## src/rtl/nand_seq_pkg.sv

```systemverilog
package nand_seq_pkg;

  typedef enum logic [1:0] {
    SRC_CMD  = 2'd0,
    SRC_ADDR = 2'd1,
    SRC_BUF  = 2'd2
  } srcSel_e;

  typedef enum logic [2:0] {
    ST_IDLE   = 3'd0,
    ST_WAITRB = 3'd1,
    ST_SETUP  = 3'd2,
    ST_PULSE  = 3'd3,
    ST_HOLD   = 3'd4
  } seqState_e;

  // one-hot launch code bit positions (software visible)
  localparam int OP_W    = 6;
  localparam int OP_CMD  = 0;
  localparam int OP_ADDR = 1;
  localparam int OP_WPG  = 2;
  localparam int OP_RPG  = 3;
  localparam int OP_ID   = 4;
  localparam int OP_STAT = 5;

  typedef struct packed {
    logic    cle;
    logic    ale;
    logic    weLow;
    logic    reLow;
    logic    drive;
    srcSel_e src;
    logic    capture;
    logic    ptrClr;
    logic    ptrInc;
  } strobe_t;

endpackage

```

## src/rtl/nand_seq_ctrl.sv

```systemverilog
module nand_seq_ctrl
  import nand_seq_pkg::*;
#(
  parameter int SETUP_CYC  = 2,
  parameter int PULSE_CYC  = 2,
  parameter int HOLD_CYC   = 1,
  parameter int AREA_BYTES = 20,
  parameter int ID_BYTES   = 4
) (
  input  logic            clk,
  input  logic            rstN,
  input  logic            ctlWe,
  input  logic            ctlDoneBit,
  input  logic [OP_W-1:0] ctlLaunch,
  input  logic            nandRb,
  output strobe_t         stb,
  output logic            opDone,
  output logic [OP_W-1:0] curOp
);

  localparam int MAX_PH = (SETUP_CYC > PULSE_CYC) ?
                          ((SETUP_CYC > HOLD_CYC) ? SETUP_CYC : HOLD_CYC) :
                          ((PULSE_CYC > HOLD_CYC) ? PULSE_CYC : HOLD_CYC);
  localparam int CNT_W = $clog2(MAX_PH + 1);
  localparam int IDX_W = $clog2(AREA_BYTES + 1);

  seqState_e        state;
  logic [CNT_W-1:0] cnt;
  logic [IDX_W-1:0] idx;
  logic [IDX_W-1:0] lastIdx;
  logic             launchOk;
  logic             isWrite;
  logic             isRead;
  logic             inStrobe;

  assign launchOk = ctlWe && (state == ST_IDLE) && ($countones(ctlLaunch) == 1);
  assign isWrite  = curOp[OP_CMD] | curOp[OP_ADDR] | curOp[OP_WPG];
  assign isRead   = curOp[OP_RPG] | curOp[OP_ID] | curOp[OP_STAT];
  assign inStrobe = (state == ST_SETUP) || (state == ST_PULSE) || (state == ST_HOLD);

  always_comb begin
    if (curOp[OP_WPG] || curOp[OP_RPG]) lastIdx = IDX_W'(AREA_BYTES - 1);
    else if (curOp[OP_ID])              lastIdx = IDX_W'(ID_BYTES - 1);
    else                                lastIdx = '0;
  end

  always_ff @(posedge clk or negedge rstN) begin
    if (!rstN) begin
      state  <= ST_IDLE;
      cnt    <= '0;
      idx    <= '0;
      curOp  <= '0;
      opDone <= 1'b0;
    end else begin
      if (ctlWe) opDone <= opDone & ctlDoneBit;
      unique case (state)
        ST_IDLE: begin
          if (launchOk) begin
            curOp <= ctlLaunch;
            idx   <= '0;
            cnt   <= '0;
            state <= ctlLaunch[OP_RPG] ? ST_WAITRB : ST_SETUP;
          end
        end
        ST_WAITRB: if (nandRb) state <= ST_SETUP;
        ST_SETUP: begin
          if (cnt == CNT_W'(SETUP_CYC - 1)) begin
            cnt   <= '0;
            state <= ST_PULSE;
          end else cnt <= cnt + 1'b1;
        end
        ST_PULSE: begin
          if (cnt == CNT_W'(PULSE_CYC - 1)) begin
            cnt   <= '0;
            state <= ST_HOLD;
          end else cnt <= cnt + 1'b1;
        end
        ST_HOLD: begin
          if (cnt == CNT_W'(HOLD_CYC - 1)) begin
            cnt <= '0;
            if (idx == lastIdx) begin
              state  <= ST_IDLE;
              curOp  <= '0;
              opDone <= 1'b1;
            end else begin
              idx   <= idx + 1'b1;
              state <= ST_SETUP;
            end
          end else cnt <= cnt + 1'b1;
        end
        default: state <= ST_IDLE;
      endcase
    end
  end

  always_comb begin
    stb         = '0;
    stb.src     = curOp[OP_CMD] ? SRC_CMD : (curOp[OP_ADDR] ? SRC_ADDR : SRC_BUF);
    stb.ptrClr  = launchOk;
    if (inStrobe) begin
      stb.cle     = curOp[OP_CMD];
      stb.ale     = curOp[OP_ADDR];
      stb.drive   = isWrite;
      stb.weLow   = isWrite && (state == ST_PULSE);
      stb.reLow   = isRead && (state == ST_PULSE);
      stb.capture = isRead && (state == ST_HOLD) && (cnt == '0);
      stb.ptrInc  = (state == ST_HOLD) && (cnt == CNT_W'(HOLD_CYC - 1));
    end
  end

  // a write to the control register mid-operation leaves the running code alone
  assert_busy_launch_ignored_R9: assert property (@(posedge clk) disable iff (!rstN)
    (ctlWe && (state == ST_SETUP || state == ST_PULSE || state == ST_WAITRB)) |=> $stable(curOp));

  // the running code is never a multi-bit value
  assert_single_op_R10: assert property (@(posedge clk) disable iff (!rstN)
    $onehot0(curOp));

  // while the device is busy the page read does not advance
  assert_wait_for_ready_R5: assert property (@(posedge clk) disable iff (!rstN)
    (state == ST_WAITRB && !nandRb) |=> (state == ST_WAITRB));

  // the flag only rises at the end of a hold phase
  assert_done_on_finish_R8: assert property (@(posedge clk) disable iff (!rstN)
    $rose(opDone) |-> $past(state == ST_HOLD));

endmodule

```

## src/rtl/nand_seq_dpath.sv

```systemverilog
module nand_seq_dpath
  import nand_seq_pkg::*;
#(
  parameter int AREA_BYTES = 20,
  parameter int AREAS      = 2,
  parameter int BUF_AW     = 6
) (
  input  logic              clk,
  input  logic              rstN,
  input  logic              regWe,
  input  logic [1:0]        regAddr,
  input  logic [15:0]       regWdata,
  output logic [15:0]       regRdata,
  input  logic              bufWe,
  input  logic [BUF_AW-1:0] bufAddr,
  input  logic [7:0]        bufWdata,
  output logic [7:0]        bufRdata,
  input  strobe_t           stb,
  input  logic              opDone,
  input  logic [OP_W-1:0]   curOp,
  input  logic [7:0]        nandDin,
  output logic              nandCle,
  output logic              nandAle,
  output logic              nandWeN,
  output logic              nandReN,
  output logic [7:0]        nandDout,
  output logic              nandDoe
);

  localparam int DEPTH = AREA_BYTES * AREAS;
  localparam int SEL_W = (AREAS > 1) ? $clog2(AREAS) : 1;
  localparam int PTR_W = $clog2(AREA_BYTES + 1);

  logic [15:0]       cmdReg;
  logic [15:0]       addrReg;
  logic [15:0]       selReg;
  logic [PTR_W-1:0]  ptr;
  logic [BUF_AW-1:0] seqIdx;
  logic [7:0]        busNext;
  logic [7:0]        mem [DEPTH];

  assign seqIdx = BUF_AW'(selReg[SEL_W-1:0]) * BUF_AW'(AREA_BYTES) + BUF_AW'(ptr);

  always_ff @(posedge clk or negedge rstN) begin
    if (!rstN) begin
      cmdReg  <= '0;
      addrReg <= '0;
      selReg  <= '0;
    end else if (regWe) begin
      case (regAddr)
        2'd0:    cmdReg  <= regWdata;
        2'd1:    addrReg <= regWdata;
        2'd2:    selReg  <= regWdata;
        default: ;
      endcase
    end
  end

  always_comb begin
    case (regAddr)
      2'd0:    regRdata = cmdReg;
      2'd1:    regRdata = addrReg;
      2'd2:    regRdata = selReg;
      default: regRdata = {opDone, 9'd0, curOp};
    endcase
  end

  always_ff @(posedge clk or negedge rstN) begin
    if (!rstN)           ptr <= '0;
    else if (stb.ptrClr) ptr <= '0;
    else if (stb.ptrInc) ptr <= ptr + 1'b1;
  end

  always_ff @(posedge clk) begin
    if (stb.capture)  mem[seqIdx]  <= nandDin;
    else if (bufWe)   mem[bufAddr] <= bufWdata;
  end

  assign bufRdata = mem[bufAddr];

  always_comb begin
    case (stb.src)
      SRC_CMD:  busNext = cmdReg[7:0];
      SRC_ADDR: busNext = addrReg[7:0];
      default:  busNext = mem[seqIdx];
    endcase
  end

  always_ff @(posedge clk or negedge rstN) begin
    if (!rstN) begin
      nandCle  <= 1'b0;
      nandAle  <= 1'b0;
      nandWeN  <= 1'b1;
      nandReN  <= 1'b1;
      nandDoe  <= 1'b0;
      nandDout <= '0;
    end else begin
      nandCle <= stb.cle;
      nandAle <= stb.ale;
      nandWeN <= !stb.weLow;
      nandReN <= !stb.reLow;
      nandDoe <= stb.drive;
      if (stb.drive) nandDout <= busNext;
    end
  end

  assert_cle_ale_excl_R12: assert property (@(posedge clk) disable iff (!rstN)
    !(nandCle && nandAle));

  assert_we_re_excl_R12: assert property (@(posedge clk) disable iff (!rstN)
    !(!nandWeN && !nandReN));

  assert_bus_stable_low_R11: assert property (@(posedge clk) disable iff (!rstN)
    (!nandWeN && $past(!nandWeN)) |-> $stable(nandDout));

  assert_drive_on_write_R11: assert property (@(posedge clk) disable iff (!rstN)
    !nandWeN |-> nandDoe);

endmodule

```

## src/rtl/nand_launch_seq.sv

```systemverilog
module nand_launch_seq
  import nand_seq_pkg::*;
#(
  parameter int PAGE_BYTES  = 16,
  parameter int SPARE_BYTES = 4,
  parameter int AREAS       = 2,
  parameter int ID_BYTES    = 4,
  parameter int SETUP_CYC   = 2,
  parameter int PULSE_CYC   = 2,
  parameter int HOLD_CYC    = 1,
  parameter int BUF_AW      = $clog2((PAGE_BYTES + SPARE_BYTES) * AREAS)
) (
  input  logic              clk,
  input  logic              rstN,
  input  logic              regWe,
  input  logic [1:0]        regAddr,
  input  logic [15:0]       regWdata,
  output logic [15:0]       regRdata,
  input  logic              bufWe,
  input  logic [BUF_AW-1:0] bufAddr,
  input  logic [7:0]        bufWdata,
  output logic [7:0]        bufRdata,
  output logic              nandCle,
  output logic              nandAle,
  output logic              nandWeN,
  output logic              nandReN,
  output logic [7:0]        nandDout,
  output logic              nandDoe,
  input  logic [7:0]        nandDin,
  input  logic              nandRb
);

  localparam int AREA_BYTES = PAGE_BYTES + SPARE_BYTES;

  strobe_t         stb;
  logic            opDone;
  logic [OP_W-1:0] curOp;
  logic            ctlWe;

  assign ctlWe = regWe && (regAddr == 2'd3);

  nand_seq_ctrl #(
    .SETUP_CYC (SETUP_CYC),
    .PULSE_CYC (PULSE_CYC),
    .HOLD_CYC  (HOLD_CYC),
    .AREA_BYTES(AREA_BYTES),
    .ID_BYTES  (ID_BYTES)
  ) i_ctrl (
    .clk       (clk),
    .rstN      (rstN),
    .ctlWe     (ctlWe),
    .ctlDoneBit(regWdata[15]),
    .ctlLaunch (regWdata[OP_W-1:0]),
    .nandRb    (nandRb),
    .stb       (stb),
    .opDone    (opDone),
    .curOp     (curOp)
  );

  nand_seq_dpath #(
    .AREA_BYTES(AREA_BYTES),
    .AREAS     (AREAS),
    .BUF_AW    (BUF_AW)
  ) i_dpath (
    .clk     (clk),
    .rstN    (rstN),
    .regWe   (regWe),
    .regAddr (regAddr),
    .regWdata(regWdata),
    .regRdata(regRdata),
    .bufWe   (bufWe),
    .bufAddr (bufAddr),
    .bufWdata(bufWdata),
    .bufRdata(bufRdata),
    .stb     (stb),
    .opDone  (opDone),
    .curOp   (curOp),
    .nandDin (nandDin),
    .nandCle (nandCle),
    .nandAle (nandAle),
    .nandWeN (nandWeN),
    .nandReN (nandReN),
    .nandDout(nandDout),
    .nandDoe (nandDoe)
  );

endmodule

```

## config.mk

```make
export PLATFORM = sky130hd
export DESIGN_NAME = nand_launch_seq
export DESIGN_NICKNAME = d
export VERILOG_FILES = /design/src/rtl/nand_seq_pkg.sv /design/src/rtl/nand_seq_ctrl.sv /design/src/rtl/nand_seq_dpath.sv /design/src/rtl/nand_launch_seq.sv
export SDC_FILE = /design/constraint.sdc
export NUM_CORES = 1
export LEC_CHECK = 0
export ABC_CLOCK_PERIOD_IN_PS = 4100
export BUFFER_PORTS_ARGS = -buffer_cell sky130_fd_sc_hd__buf_2
export CAP_MARGIN = 5
export CORE_MARGIN = 10
export CORE_UTILIZATION = 67
export CTS_CLUSTER_DIAMETER = 80
export CTS_CLUSTER_SIZE = 28
export DETAILED_ROUTE_END_ITERATION = 8
export PLACE_DENSITY = 0.85
export SKIP_LAST_GASP = 1
export SYNTH_ARGS = -nofsm -noshare
export SYNTH_HDL_FRONTEND = slang
export SYNTH_SLANG_ARGS = --single-unit
export TNS_END_PERCENT = 5
```

## constraint.sdc

```tcl
create_clock -name clk -period 4.1 [get_ports clk]
set_input_delay 0.41 -clock clk [delete_from_list [all_inputs] [get_ports clk]]
set_output_delay 0.41 -clock clk [all_outputs]
set_load 0.1 [all_outputs]
```

# Word level (Yosys, flattened, before mapping)
# Memories as Yosys holds them, arrays and structs flattened.
# Index checks and enable logic that the tools add are counted.
[totals]
memories = 1
mem_bits_rw = 320
reg_bits = 83
[memory_table]
columns = ["name", "words", "word_bits", "rd", "rd_clocked_by_memory_dff", "write_ports", "line_no", "rtl"]
rows = [
  ["i_dpath.mem", 40, 8, 2, 0, 1, "nand_seq_dpath.sv:40", "logic [7:0] mem [DEPTH];"],
]
[classes]
eq_ne = 18
bitwise_logic = 5
reduce_logical = 29
mul = 1
muxes = 43
add_sub_neg = 9
[ops]
columns = ["cell", "n"]
rows = [
  ["$add 32x32->32", 2],
  ["$pmux 16 s3", 1],
  ["$mux 5", 7],
  ["$eq 32x2->1 const B", 1],
  ["$mux 6", 4],
  ["$mux 2", 8],
  ["$pmux 8 s2", 1],
  ["$mux 3", 5],
  ["$pmux 3 s5", 1],
  ["$mux 1", 12],
  ["$ne 2x2->1 const B", 6],
  ["$pmux 6 s2", 1],
  ["$add 5x1->5 const B", 2],
  ["$pmux 5 s2", 1],
  ["$logic_and 1x1->1", 8],
  ["$mux 8", 1],
  ["$reduce_and 2->1", 4],
  ["$reduce_and 4->1", 2],
  ["$reduce_or 8->1", 1],
  ["$add 1x1->2", 3],
  ["$add 6x5->6", 1],
  ["$eq 2x1->1 const B", 3],
  ["$eq 3x2->1 const B", 2],
  ["$logic_not 2->1", 3],
  ["17 further kinds", 25],
]

# Longest topological paths before layout
[depth]
ltp_word = 9
ltp_mapped = 10

# Modules after synthesis
# A second synthesis with hierarchy kept.
[unflattened]
cells_unflattened = 1127
hier_area_um2 = 19387.3
[modules_own_cells]
columns = ["mod", "instances", "seq_area_each_um2", "cells_per_inst", "area_each_um2"]
rows = [
  ["nand_seq_dpath", 1, 11263.3, 990, 18174.9],
  ["nand_seq_ctrl", 1, 425.4, 136, 1206.2],
  ["nand_launch_seq", 1, 0.0, 1, 6.3],
]

# Worst setup path after synthesis
# OpenSTA, ideal clock, no wires.
[synth_path]
path_type = "input -> output"
startpoint = "input port regAddr[0]"
endpoint = "output port regRdata[10]"
stages = 4
arrival_ns = 3.489
n_path_buf = 2
path_slack_ns = 0.201
required_time_ns = 3.690
path_cell_list = "clkbuf_1 buf_1 mux2i_1 o21ai_0"
[synth_via]
elab_chain_len = 2
elab_cells_between_ends = 4
[synth_rtl]
columns = ["element", "line_no", "rtl"]
rows = [
  ["start: declaration", "nand_launch_seq.sv:16", "input logic [1:0] regAddr,"],
  ["$eq 2x2->1, or another cell as far along", "nand_seq_dpath.sv:60", "case (regAddr)"],
  ["$pmux 16 s3 *", "nand_seq_dpath.sv:60", ""],
  ["end: declaration", "nand_launch_seq.sv:18", "output logic [15:0] regRdata,"],
]
# Every way passes the cells marked *; elsewhere a longest branch is shown, timed or not.

# Worst setup path in the final report
[layout_path]
startpoint = "input port bufAddr[0]"
endpoint = "output port bufRdata[2]"
[layout_via]
elab_chain_len = 1
[layout_rtl]
columns = ["element", "line_no", "rtl"]
rows = [
  ["start: declaration", "nand_launch_seq.sv:20", "input logic [BUF_AW-1:0] bufAddr,"],
  ["$mem_v2 40x8", "--", ""],
  ["end: declaration", "nand_launch_seq.sv:22", "output logic [7:0] bufRdata,"],
]
# No other way between the ends.

==> impl_metrics.tcl <==
set metrics [dict create \
    outcome "completed" \
    drive_gt1_share_pct 36.76 \
    coreArea_um2 28630 \
    fin_crit_ns 3.467 \
    syn_area_um2 19330 \
    clock_power_share_pct 17.0 \
    grt_overflow 0 \
    layout.cells.most_common "edfxtp_1" \
    ios 82 \
    post-place-cells 1525 \
    synth_nets 1127 \
    grt_max_degree 84 \
    initial_core_util_pct 67.53 \
    synthFlopType "edfxtp_1" \
    drt_iter0_markers 1551 \
    power.switching_mw 4.590 \
    diodes 0 \
    relSlewSlack_pct 29.97 \
    hold_class "primary input to asynchronous set/reset pin" \
    synth_edf_count 320 \
    drv_slew 0 \
    synthCells 1068 \
    worstSkewPairLatency_ns 0.54 \
    die_area_um2 36050 \
    async_reset_ff_share_pct 20.60 \
    post-cts-setup-buffer-count 0 \
    crit_path_end_kind "primary output" \
    postSynthAreaPerCell_um2 18.10 \
    wl_um 46700 \
    fin_worst_skew_ns 0.01654 \
    cts_buffer_depth 3 \
    cts-resized-gates 0 \
    dp_slack_ns 0.6047 \
    min_period_over_period_pct 84.55 \
    crit_arrival_ns 3.06 \
    r2r_setup_slack_ns 0.83 \
    finalWorstSetupSlack_ns 0.6333 \
    cts_made_buffers 18 \
    first_global_vias 11320 \
    cts_tree "yes" \
    p_seq_share_pct 42.9 \
    routed_via_density 7.217 \
    max_freq_mhz 288.5 \
    layout_common_cells "320 x edfxtp_1, 173 x mux4_2, 79 x dfrtp_1" \
    port_buffers 81 \
    r2r_cells 9 \
    clock_sinks 403 \
    swShare_pct 37.70 \
    cts_root_buffer "clkbuf_16" \
    crit_path_max_fanout 32 \
    gp_congestion 0.9511 \
    post_drt_wl_per_cell_um 30.11 \
    grt_pass1_wl_um 71280 \
    antenna_found_initial 0 \
    holdBufCountCts 0 \
    crit_type "primary input to primary output" \
    drt-pass1-iter-count 6 \
    combPwrFrac_pct 40.1 \
    rows 62 \
    clkSlewWorstSetupHoldPaths_ns 0.10 \
    ant_nets 0 \
    grtUsageTotal_pct 25.95 \
    irDropWorstVdd_mv 0.3995 \
    via_count 11190 \
    drv_cap 0 \
    rsz0062_at_grt "no" \
    dp_hpwl_um 32260 \
    post-route-util_pct 72.99 \
    stdcell_count 1551 \
    p_leak_nw 7.139 \
    yosys_warnings 0 \
    p_int_mw 7.585 \
    ys_ff_latch 403 \
    start_kind "primary input" \
    setup-tns-final_ns 0 \
    power_density_nw_per_um2 582.7 \
    fp.dieW_um 189.9 \
    critical_path_required_ns 3.69 \
    reg2reg_from "i_ctrl.cnt[0]" \
    num-nets-final 1220 \
    worst_pin_slew_ns 1.050 \
    htree_num_levels 1 \
    drc 0 \
    worstReg2RegEnd "i_dpath.mem[18][0]" \
    synth_cell_type_count 53 \
    syn_to_final_growth_pct 8.084 \
    die_h_um 189.9 \
    setup_viol 0 \
    ys_seq_area_share_pct 60.47 \
    finalHoldViolCount 0 \
]
[critical path: stages]
cell and delay, ns:
buf_4 0.49, buf_4 0.35, mux4_2 0.55, mux4_2 0.54
a22oi_1 0.21, nand2_1 0.14, buf_2 0.33
[Yosys cell counts, drive strengths merged, types with 13 or more instances]
library cell,number,share of area [%]
clkbuf,29,0.56
nand2,40,0.78
o21ai,20,0.56
buf,41,1.4
nand2b,13,0.42
mux4,183,22
dfrtp,81,10
mux2,78,4.5
edfxtp,320,50
nand4,14,0.45
mux2i,36,1.9
o211ai,19,0.74
nor2,53,1.0
[stage by stage]
| step | cell area, um2 | power [mW] | hold WS [ns] |
|---|---|---|---|
| 6_report | 20890 | 12.18 | 0.01995 |
| 5_1_grt | 20890 | 12.64 | 0.1199 |
| 4_1_cts | 20890 | 12.14 | 0.07996 |
| 3_5_place_dp | 20380 | 10.12 | 0.4938 |
| 3_3_place_gp | 20380 | 10.01 | 0.4818 |
| 2_1_floorplan | 19330 | 8.820 | 0.1144 |
[layer usage]
| metal | GRT usage, % | up-vias | share of wire, % |
|---|---|---|---|
| li1 | - | 4632 | - |
| met2 | 42.69 | 715 | 50 |
| met3 | 3.735 | 107 | 9.4 |
| met1 | 34.75 | 5739 | 37 |
| met4 | 10.26 | 0 | 4.3 |
| met5 | 0 | - | 0 |
[power groups by stage]
stage | combinational [mW] | clock, mW | sequential [mW]
6_report | 4.88 | 2.07 | 5.23
5_1_grt | 5.14 | 2.22 | 5.29
4_1_cts | 4.82 | 2.09 | 5.23
3_5_place_dp | 4.81 | 0 | 5.31
3_3_place_gp | 4.71 | 0 | 5.30
2_1_floorplan | 3.40 | 0 | 5.41
[final cells by class]
class	instances	area, um2
fill	1654	7731
timing repair buffer	143	928.4
sequential	403	11700
clock inverter	1	16.27
clock buffer	25	498.0
inverter	11	41.29
multi-input combinational	584	7233
tap	384	480.5
[how the worst max path moves through the flow]
stage | start | endpoint | slack [ns] | cells past startpoint
after detailed placement | bufAddr[0] | bufRdata[7] | 0.60 | 8
after floorplan | regAddr[0] | regRdata[10] | 0.20 | 4
after global routing | bufAddr[0] | bufRdata[5] | 0.49 | 8
after global placement | bufAddr[0] | bufRdata[6] | 0.67 | 7
final | bufAddr[0] | bufRdata[2] | 0.63 | 7
after CTS | bufAddr[0] | bufRdata[7] | 0.59 | 8
[cell families after synthesis]
family	after synthesis	share of synthesized area, %
AO/OA/AOI/OAI	113	4.285
XOR/XNOR	10	0.4531
adder cells (fa/ha/maj)	14	0.9838
buffers and inverters	81	2.142
flip-flops	403	60.47
multiplexers	297	27.92
AND/OR/NAND/NOR	150	3.748
[flip-flops by register name (all words and copies together) (netlist names), 2 cells and up]
signal,count
i_ctrl.cnt,2
i_dpath.nandDout,8
i_dpath.cmdReg,16
i_ctrl.idx,5
i_dpath.addrReg,16
i_ctrl.curOp,6
i_dpath.ptr,5
i_dpath.mem,320
i_ctrl.state,3
i_dpath.selReg,16
Power figures use the tool's default switching activity.
